--- config.mk ---
export PLATFORM = sky130hd
export DESIGN_NAME = paged_xlate
export DESIGN_NICKNAME = d
export VERILOG_FILES = /design/src/rtl/pgx_pkg.sv /design/src/rtl/pgx_tlb.sv /design/src/rtl/pgx_walker.sv /design/src/rtl/paged_xlate.sv
export SDC_FILE = /design/constraint.sdc
export NUM_CORES = 1
export LEC_CHECK = 0
export CORE_MARGIN = 2
export CORE_UTILIZATION = 53
export CTS_CLUSTER_SIZE = 24
export DETAILED_ROUTE_END_ITERATION = 10
export PLACE_DENSITY_LB_ADDON = 0.25
export SLEW_MARGIN = 25
export SYNTH_ARGS = -nofsm -noshare
export SYNTH_HDL_FRONTEND = slang
export SYNTH_SLANG_ARGS = --single-unit
--- constraint.sdc ---
create_clock -name clk -period 2.8 [get_ports clk]
set_clock_uncertainty 0.05 [all_clocks]
set_input_delay 0.56 -clock clk [delete_from_list [all_inputs] [get_ports clk]]
set_output_delay 0.56 -clock clk [all_outputs]
set_load 0.02 [all_outputs]
--- src/rtl/pgx_pkg.sv ---
package pgx_pkg;
  localparam logic [1:0] PERM_RO   = 2'b00;
  localparam logic [1:0] PERM_RW   = 2'b01;
  localparam logic [1:0] PERM_XO   = 2'b10;
  localparam logic [1:0] PERM_NONE = 2'b11;

  localparam logic [1:0] KIND_LOAD  = 2'd0;
  localparam logic [1:0] KIND_STORE = 2'd1;
  localparam logic [1:0] KIND_FETCH = 2'd2;

  // Permission rule applied on hits and on walk results alike
  function automatic logic access_ok(input logic [1:0] perm, input logic [1:0] kind);
    case (perm)
      PERM_RO: access_ok = (kind != KIND_STORE);
      PERM_RW: access_ok = 1'b1;
      PERM_XO: access_ok = (kind == KIND_FETCH);
      default: access_ok = 1'b0;
    endcase
  endfunction
endpackage

--- src/rtl/pgx_tlb.sv ---
module pgx_tlb #(
  parameter int ENTRIES = 4,
  parameter int VPN_W   = 3,
  parameter int FRM_W   = 3
) (
  input  logic               clk,
  input  logic               rst_n,
  input  logic               flush,
  input  logic [VPN_W-1:0]   lk_vpn,
  output logic               hit,
  output logic [FRM_W-1:0]   hit_frame,
  output logic [1:0]         hit_perm,
  output logic [ENTRIES-1:0] hit_vec,
  output logic [ENTRIES-1:0] valid_vec,
  input  logic               fill_en,
  input  logic [VPN_W-1:0]   fill_vpn,
  input  logic [FRM_W-1:0]   fill_frame,
  input  logic [1:0]         fill_perm
);
  localparam int IDX_W = (ENTRIES > 1) ? $clog2(ENTRIES) : 1;

  logic [VPN_W-1:0] e_vpn   [ENTRIES];
  logic [FRM_W-1:0] e_frame [ENTRIES];
  logic [1:0]       e_perm  [ENTRIES];
  logic [IDX_W-1:0] rr_ptr;

  for (genvar g = 0; g < ENTRIES; g++) begin : g_match
    assign hit_vec[g] = valid_vec[g] && (e_vpn[g] == lk_vpn);
  end

  always_comb begin
    hit_frame = '0;
    hit_perm  = '0;
    for (int i = 0; i < ENTRIES; i++) begin
      if (hit_vec[i]) begin
        hit_frame = hit_frame | e_frame[i];
        hit_perm  = hit_perm  | e_perm[i];
      end
    end
  end
  assign hit = |hit_vec;

  always_ff @(posedge clk) begin
    if (!rst_n || flush) begin
      valid_vec <= '0;
      rr_ptr    <= '0;
    end else if (fill_en) begin
      valid_vec[rr_ptr] <= 1'b1;
      rr_ptr <= (rr_ptr == IDX_W'(ENTRIES - 1)) ? '0 : rr_ptr + 1'b1;
    end
  end

  always_ff @(posedge clk) begin
    if (fill_en && !flush) begin
      e_vpn[rr_ptr]   <= fill_vpn;
      e_frame[rr_ptr] <= fill_frame;
      e_perm[rr_ptr]  <= fill_perm;
    end
  end
endmodule

--- src/rtl/pgx_walker.sv ---
module pgx_walker #(
  parameter int VPN_W  = 3,
  parameter int OFF_W  = 2,
  parameter int MEM_AW = 8
) (
  input  logic              clk,
  input  logic              rst_n,
  input  logic              start,
  input  logic [VPN_W-1:0]  start_vpn,
  input  logic [OFF_W-1:0]  start_off,
  input  logic [1:0]        start_kind,
  input  logic [MEM_AW-1:0] ptbr,
  input  logic              mem_rd_valid,
  output logic              busy,
  output logic              mem_rd_en,
  output logic [MEM_AW-1:0] mem_rd_addr,
  output logic              done,
  output logic [VPN_W-1:0]  held_vpn,
  output logic [OFF_W-1:0]  held_off,
  output logic [1:0]        held_kind
);
  typedef enum logic {W_IDLE, W_WAIT} wstate_e;
  wstate_e st;

  function automatic logic [MEM_AW-1:0] pte_addr(input logic [MEM_AW-1:0] base,
                                                 input logic [VPN_W-1:0] vpn);
    pte_addr = base + MEM_AW'(vpn);
  endfunction

  assign busy        = (st == W_WAIT);
  assign mem_rd_en   = start && !busy;
  assign mem_rd_addr = pte_addr(ptbr, start_vpn);
  assign done        = busy && mem_rd_valid;

  always_ff @(posedge clk) begin
    if (!rst_n) begin
      st        <= W_IDLE;
      held_vpn  <= '0;
      held_off  <= '0;
      held_kind <= '0;
    end else if (mem_rd_en) begin
      st        <= W_WAIT;
      held_vpn  <= start_vpn;
      held_off  <= start_off;
      held_kind <= start_kind;
    end else if (done) begin
      st <= W_IDLE;
    end
  end
endmodule

--- src/rtl/paged_xlate.sv ---
module paged_xlate
  import pgx_pkg::*;
#(
  parameter int LA_W        = 5,
  parameter int OFF_W       = 2,
  parameter int PA_W        = 5,
  parameter int MEM_AW      = 8,
  parameter int TLB_ENTRIES = 4,
  localparam int VPN_W      = LA_W - OFF_W,
  localparam int FRM_W      = PA_W - OFF_W,
  localparam int PTE_W      = FRM_W + 3
) (
  input  logic              clk,
  input  logic              rst_n,
  input  logic              ptbr_we,
  input  logic [MEM_AW-1:0] ptbr_wdata,
  input  logic              req_valid,
  input  logic [LA_W-1:0]   req_vaddr,
  input  logic [1:0]        req_kind,
  output logic              busy,
  output logic              resp_valid,
  output logic [PA_W-1:0]   resp_paddr,
  output logic              resp_fault,
  output logic              mem_rd_en,
  output logic [MEM_AW-1:0] mem_rd_addr,
  input  logic              mem_rd_valid,
  input  logic [PTE_W-1:0]  mem_rd_data
);
  logic [MEM_AW-1:0] ptbr_q;
  logic [VPN_W-1:0]  lk_vpn;
  logic [OFF_W-1:0]  lk_off;

  // Named internal events, used by the bound checker
  logic req_accept, ptbr_wr, hit_acc, miss_acc, walk_done, fill_en;
  logic tlb_hit;
  logic [FRM_W-1:0] tlb_frame;
  logic [1:0]       tlb_perm;
  logic [TLB_ENTRIES-1:0] tlb_hit_vec, tlb_valid_vec;

  logic [VPN_W-1:0] w_vpn;
  logic [OFF_W-1:0] w_off;
  logic [1:0]       w_kind;

  logic             pte_v;
  logic [1:0]       pte_perm;
  logic [FRM_W-1:0] pte_frame;

  assign lk_vpn     = req_vaddr[LA_W-1:OFF_W];
  assign lk_off     = req_vaddr[OFF_W-1:0];
  assign ptbr_wr    = ptbr_we && !busy;
  assign req_accept = req_valid && !busy && !ptbr_we;
  assign hit_acc    = req_accept && tlb_hit;
  assign miss_acc   = req_accept && !tlb_hit;

  assign pte_v     = mem_rd_data[0];
  assign pte_perm  = mem_rd_data[2:1];
  assign pte_frame = mem_rd_data[PTE_W-1:3];
  assign fill_en   = walk_done && pte_v;

  always_ff @(posedge clk) begin
    if (!rst_n)       ptbr_q <= '0;
    else if (ptbr_wr) ptbr_q <= ptbr_wdata;
  end

  pgx_tlb #(.ENTRIES(TLB_ENTRIES), .VPN_W(VPN_W), .FRM_W(FRM_W)) u_tlb (
    .clk(clk), .rst_n(rst_n), .flush(ptbr_wr), .lk_vpn(lk_vpn),
    .hit(tlb_hit), .hit_frame(tlb_frame), .hit_perm(tlb_perm),
    .hit_vec(tlb_hit_vec), .valid_vec(tlb_valid_vec),
    .fill_en(fill_en), .fill_vpn(w_vpn), .fill_frame(pte_frame), .fill_perm(pte_perm)
  );

  pgx_walker #(.VPN_W(VPN_W), .OFF_W(OFF_W), .MEM_AW(MEM_AW)) u_walk (
    .clk(clk), .rst_n(rst_n), .start(miss_acc), .start_vpn(lk_vpn),
    .start_off(lk_off), .start_kind(req_kind), .ptbr(ptbr_q),
    .mem_rd_valid(mem_rd_valid), .busy(busy), .mem_rd_en(mem_rd_en),
    .mem_rd_addr(mem_rd_addr), .done(walk_done), .held_vpn(w_vpn),
    .held_off(w_off), .held_kind(w_kind)
  );

  logic hit_ok, walk_ok;
  assign hit_ok  = access_ok(tlb_perm, req_kind);
  assign walk_ok = pte_v && access_ok(pte_perm, w_kind);

  always_ff @(posedge clk) begin
    if (!rst_n) begin
      resp_valid <= 1'b0;
      resp_fault <= 1'b0;
      resp_paddr <= '0;
    end else begin
      resp_valid <= hit_acc || walk_done;
      if (hit_acc) begin
        resp_fault <= !hit_ok;
        resp_paddr <= hit_ok ? {tlb_frame, lk_off} : '0;
      end else if (walk_done) begin
        resp_fault <= !walk_ok;
        resp_paddr <= walk_ok ? {pte_frame, w_off} : '0;
      end
    end
  end
endmodule

==> results.yml <==
sta:
  hold_viol: 0
  setup_violations: 0
  tightest_slew_ns: 0.533
  max_freq_ghz: 0.368
  rsz0062_at_grt: "false"
  maxSlewViolCount: 0
  fin_hold_ws_ns: 0.413
  relSlewSlack: 0.642
  fin_crit_ns: 2.71
  fin_crit_sh: 0.970
detailed_routing:
  post_drt_wl_per_cell_um: 17.6
  routed_via_density: 5.43
  ant_nets: 0
  drtIter0Drc: 162
  num_vias: 2182
  remaining_drc_errors: 0
  wl_mm: 7.07
  first_pass_iters: 4
placement:
  dp_hpwl_mm: 4.45
  port_buffers: 42
  place_inst: 375
  place.gp.congestion: 0.813
power_and_ir_drop:
  p_int_mw: 1.49
  p_comb_frac: 0.126
  powerDensity_nw_per_um2: 502
  ir_drop_mv: 0.369
  power_mw: 1.95
  p_switching_mw: 0.462
  seq_power_share: 0.498
  cellLeakagePower_nw: 1.48
  p_clk_frac: 0.376
  p_sw_frac: 0.237
synthesis:
  ys_seq_area_frac: 0.550
  syn_nets: 280
  synth-main-ff-cell: "edfxtp_1"
  synthCells: 246
  async_reset_ff_frac: 0
  yosys_warnings: 0
  synth_cell_types: 40
  avgSynthCellArea_um2: 11.4
  synth_edf_count: 32
  synth_seq_cells: 61
  syn-cell-area_um2: 2800
critical_path:
  crit_path_end_kind: "primary output"
  arrival_ns: 2.10
  start_kind: "input pin"
  critPathKind: "input pin to primary output"
  critPathMaxFanout: 5
  reg2reg_depth: 9
  required_ns: 2.19
cells_and_area:
  final_cell_mix: "buf_4 (37), nand2_1 (35), edfxtp_1 (32)"
  antenna_cells: 0
  area_growth_syn_to_layout_pct: 38.6
  fillers: 339
  seqCellArea_um2: 1540
  drive_above_1_share: 0.247
  final_common_cell: "buf_4"
  nets: 361
  instances_no_fill: 402
  multi_input_area_um2: 1300
die:
  num_rows: 26
  chipWidth_um: 76.7
  pin_count: 43
  coreArea_um2: 5110
  die_h_um: 76.7
  fp.dieArea_um2: 5880
  initial_core_util: 0.549
job:
  drv_cap: 0
clock_network:
  clkLatencyLatePin_ns: 0.34
  htreeDepth: 3
  clockBufferDepth: 2
  cts_tree: "done"
  holdBufCountCts: 0
  path_clk_slew_ns: 0.06
  cts_buffers: 9
  clock-sinks: 61
  ctsRootBufferMaster: "clkbuf_8"
grt:
  grt_pass1_vias: 2199
  grt_start_max_net_pins: 16
  grt_antenna_before_repair: 0
  track_usage: 0.244
  grt_pass1_wl_mm: 10.9
  grt.overflow.total: 0
hold_path:
  holdPathStages: 2
  hold_class: "flip-flop to flip-flop"
status:
  outcome: "finished clean"
-- kinds of logic after synthesis --
kind of cell / Yosys count / share of synthesized area
adder cells (fa/ha/maj): 8 / 0.0384
XOR/XNOR: 18 / 0.0590
AO/OA/AOI/OAI: 49 / 0.128
AND/OR/NAND/NOR: 86 / 0.174
buffers and inverters: 21 / 0.0402
flip-flops: 61 / 0.550
multiplexers: 3 / 0.0107
-- final timing paths --
check / start / to / slack (ns)
worst min register to register: ptbr_q[2]$_SDFFE_PN0P_ / ptbr_q[2]$_SDFFE_PN0P_ / 0.41
worst max-delay path: req_vaddr[2] / mem_rd_en / 0.09
worst max register to register: u_tlb.e_vpn[1][0]$_DFFE_PP_ / resp_paddr[1]$_SDFFE_PN0P_ / 0.45
worst min-delay path: ptbr_q[2]$_SDFFE_PN0P_ / ptbr_q[2]$_SDFFE_PN0P_ / 0.41
-- timing repair --
action,4_1_cts,5_1_grt
pin swaps,7,4
buffers inserted,7,4
gates resized for setup,56,9
endpoints found under the setup margin,9,4
-- power groups by stage --
stage,clock [mW],combinational [mW],sequential [mW]
CTS,0.729,0.228,0.969
floorplan,0,0.106,0.988
finish,0.734,0.245,0.970
global route,0.772,0.264,0.971
detailed placement,0,0.214,0.988
global placement,0,0.209,0.987
-- state kept, by name, summed over array words and instances (netlist names) --
name and flops:
resp_valid 1, u_tlb.e_frame 12, u_tlb.rr_ptr 2, u_walk.held_kind 2, u_walk.held_vpn 3, resp_fault 1, u_tlb.e_vpn 12, u_tlb.valid_vec 4
resp_paddr 5, u_walk.held_off 2, u_walk.busy 1, u_tlb.e_perm 8, ptbr_q 8
-- per-stage QoR --
| step | utilization | setup TNS, ns | area (um2) | worst slack (ns) |
|---|---|---|---|---|
| 2_1_floorplan | - | 0 | 2800 | 0.334 |
| 3_3_place_gp | 0.676 | -5.95 | 3450 | -0.691 |
| 3_5_place_dp | 0.676 | -7.07 | 3450 | -0.750 |
| 4_1_cts | 0.746 | 0 | 3810 | 0.0131 |
| 5_1_grt | 0.760 | 0 | 3880 | 0.0268 |
| 6_report | 0.760 | 0 | 3880 | 0.0853 |
-- Yosys cell counts (2+ instances only) --
cell	count	share of area
nor3b_2	2	0.0089
nor2b_1	6	0.013
nor4_1	6	0.013
a21boi_1	12	0.032
a41o_1	5	0.018
mux2i_1	3	0.011
and2_1	5	0.011
nor3b_1	3	0.0080
xnor2_1	5	0.016
o21ai_0	4	0.0071
a2bb2oi_1	5	0.016
edfxtp_1	32	0.34
a21oi_1	5	0.0089
a22oi_1	6	0.016
nor4b_2	4	0.021
o21a_1	3	0.0080
nand2_1	35	0.047
buf_4	3	0.0080
dfxtp_1	29	0.21
o21ai_1	4	0.0071
buf_6	3	0.012
clkbuf_1	7	0.0094
nor2_1	16	0.021
a22o_1	2	0.0063
xor2_1	12	0.038
ha_1	7	0.031
nand2b_1	2	0.0045
inv_1	8	0.011
-- metal layers --
metal  GRT usage  share of wire
met1       0.309           0.42
met2       0.414           0.52
met3      0.0400          0.047
met4       0.105          0.017
met5           0              0
-- critical path, stage by stage --
cell             delay, ns
clkdlybuf4s15_1       0.17
buf_6                 0.14
buf_6                 0.13
xor2_4                0.19
nor4b_4               0.07
or4_4                 0.60
nor2_8                0.12
buf_6                 0.12
-- area by class of cell --
| cell class | instances | area share |
|---|---|---|
| Clock inverter | 4 | 0.0106 |
| Clock buffer | 12 | 0.0348 |
| Inverter | 8 | 0.00773 |
| Timing Repair Buffer | 83 | 0.193 |
| Sequential cell | 61 | 0.397 |
| Multi-Input combinational cell | 164 | 0.334 |
| Tap cell | 70 | 0.0226 |
(Power assumes the default switching activity.)
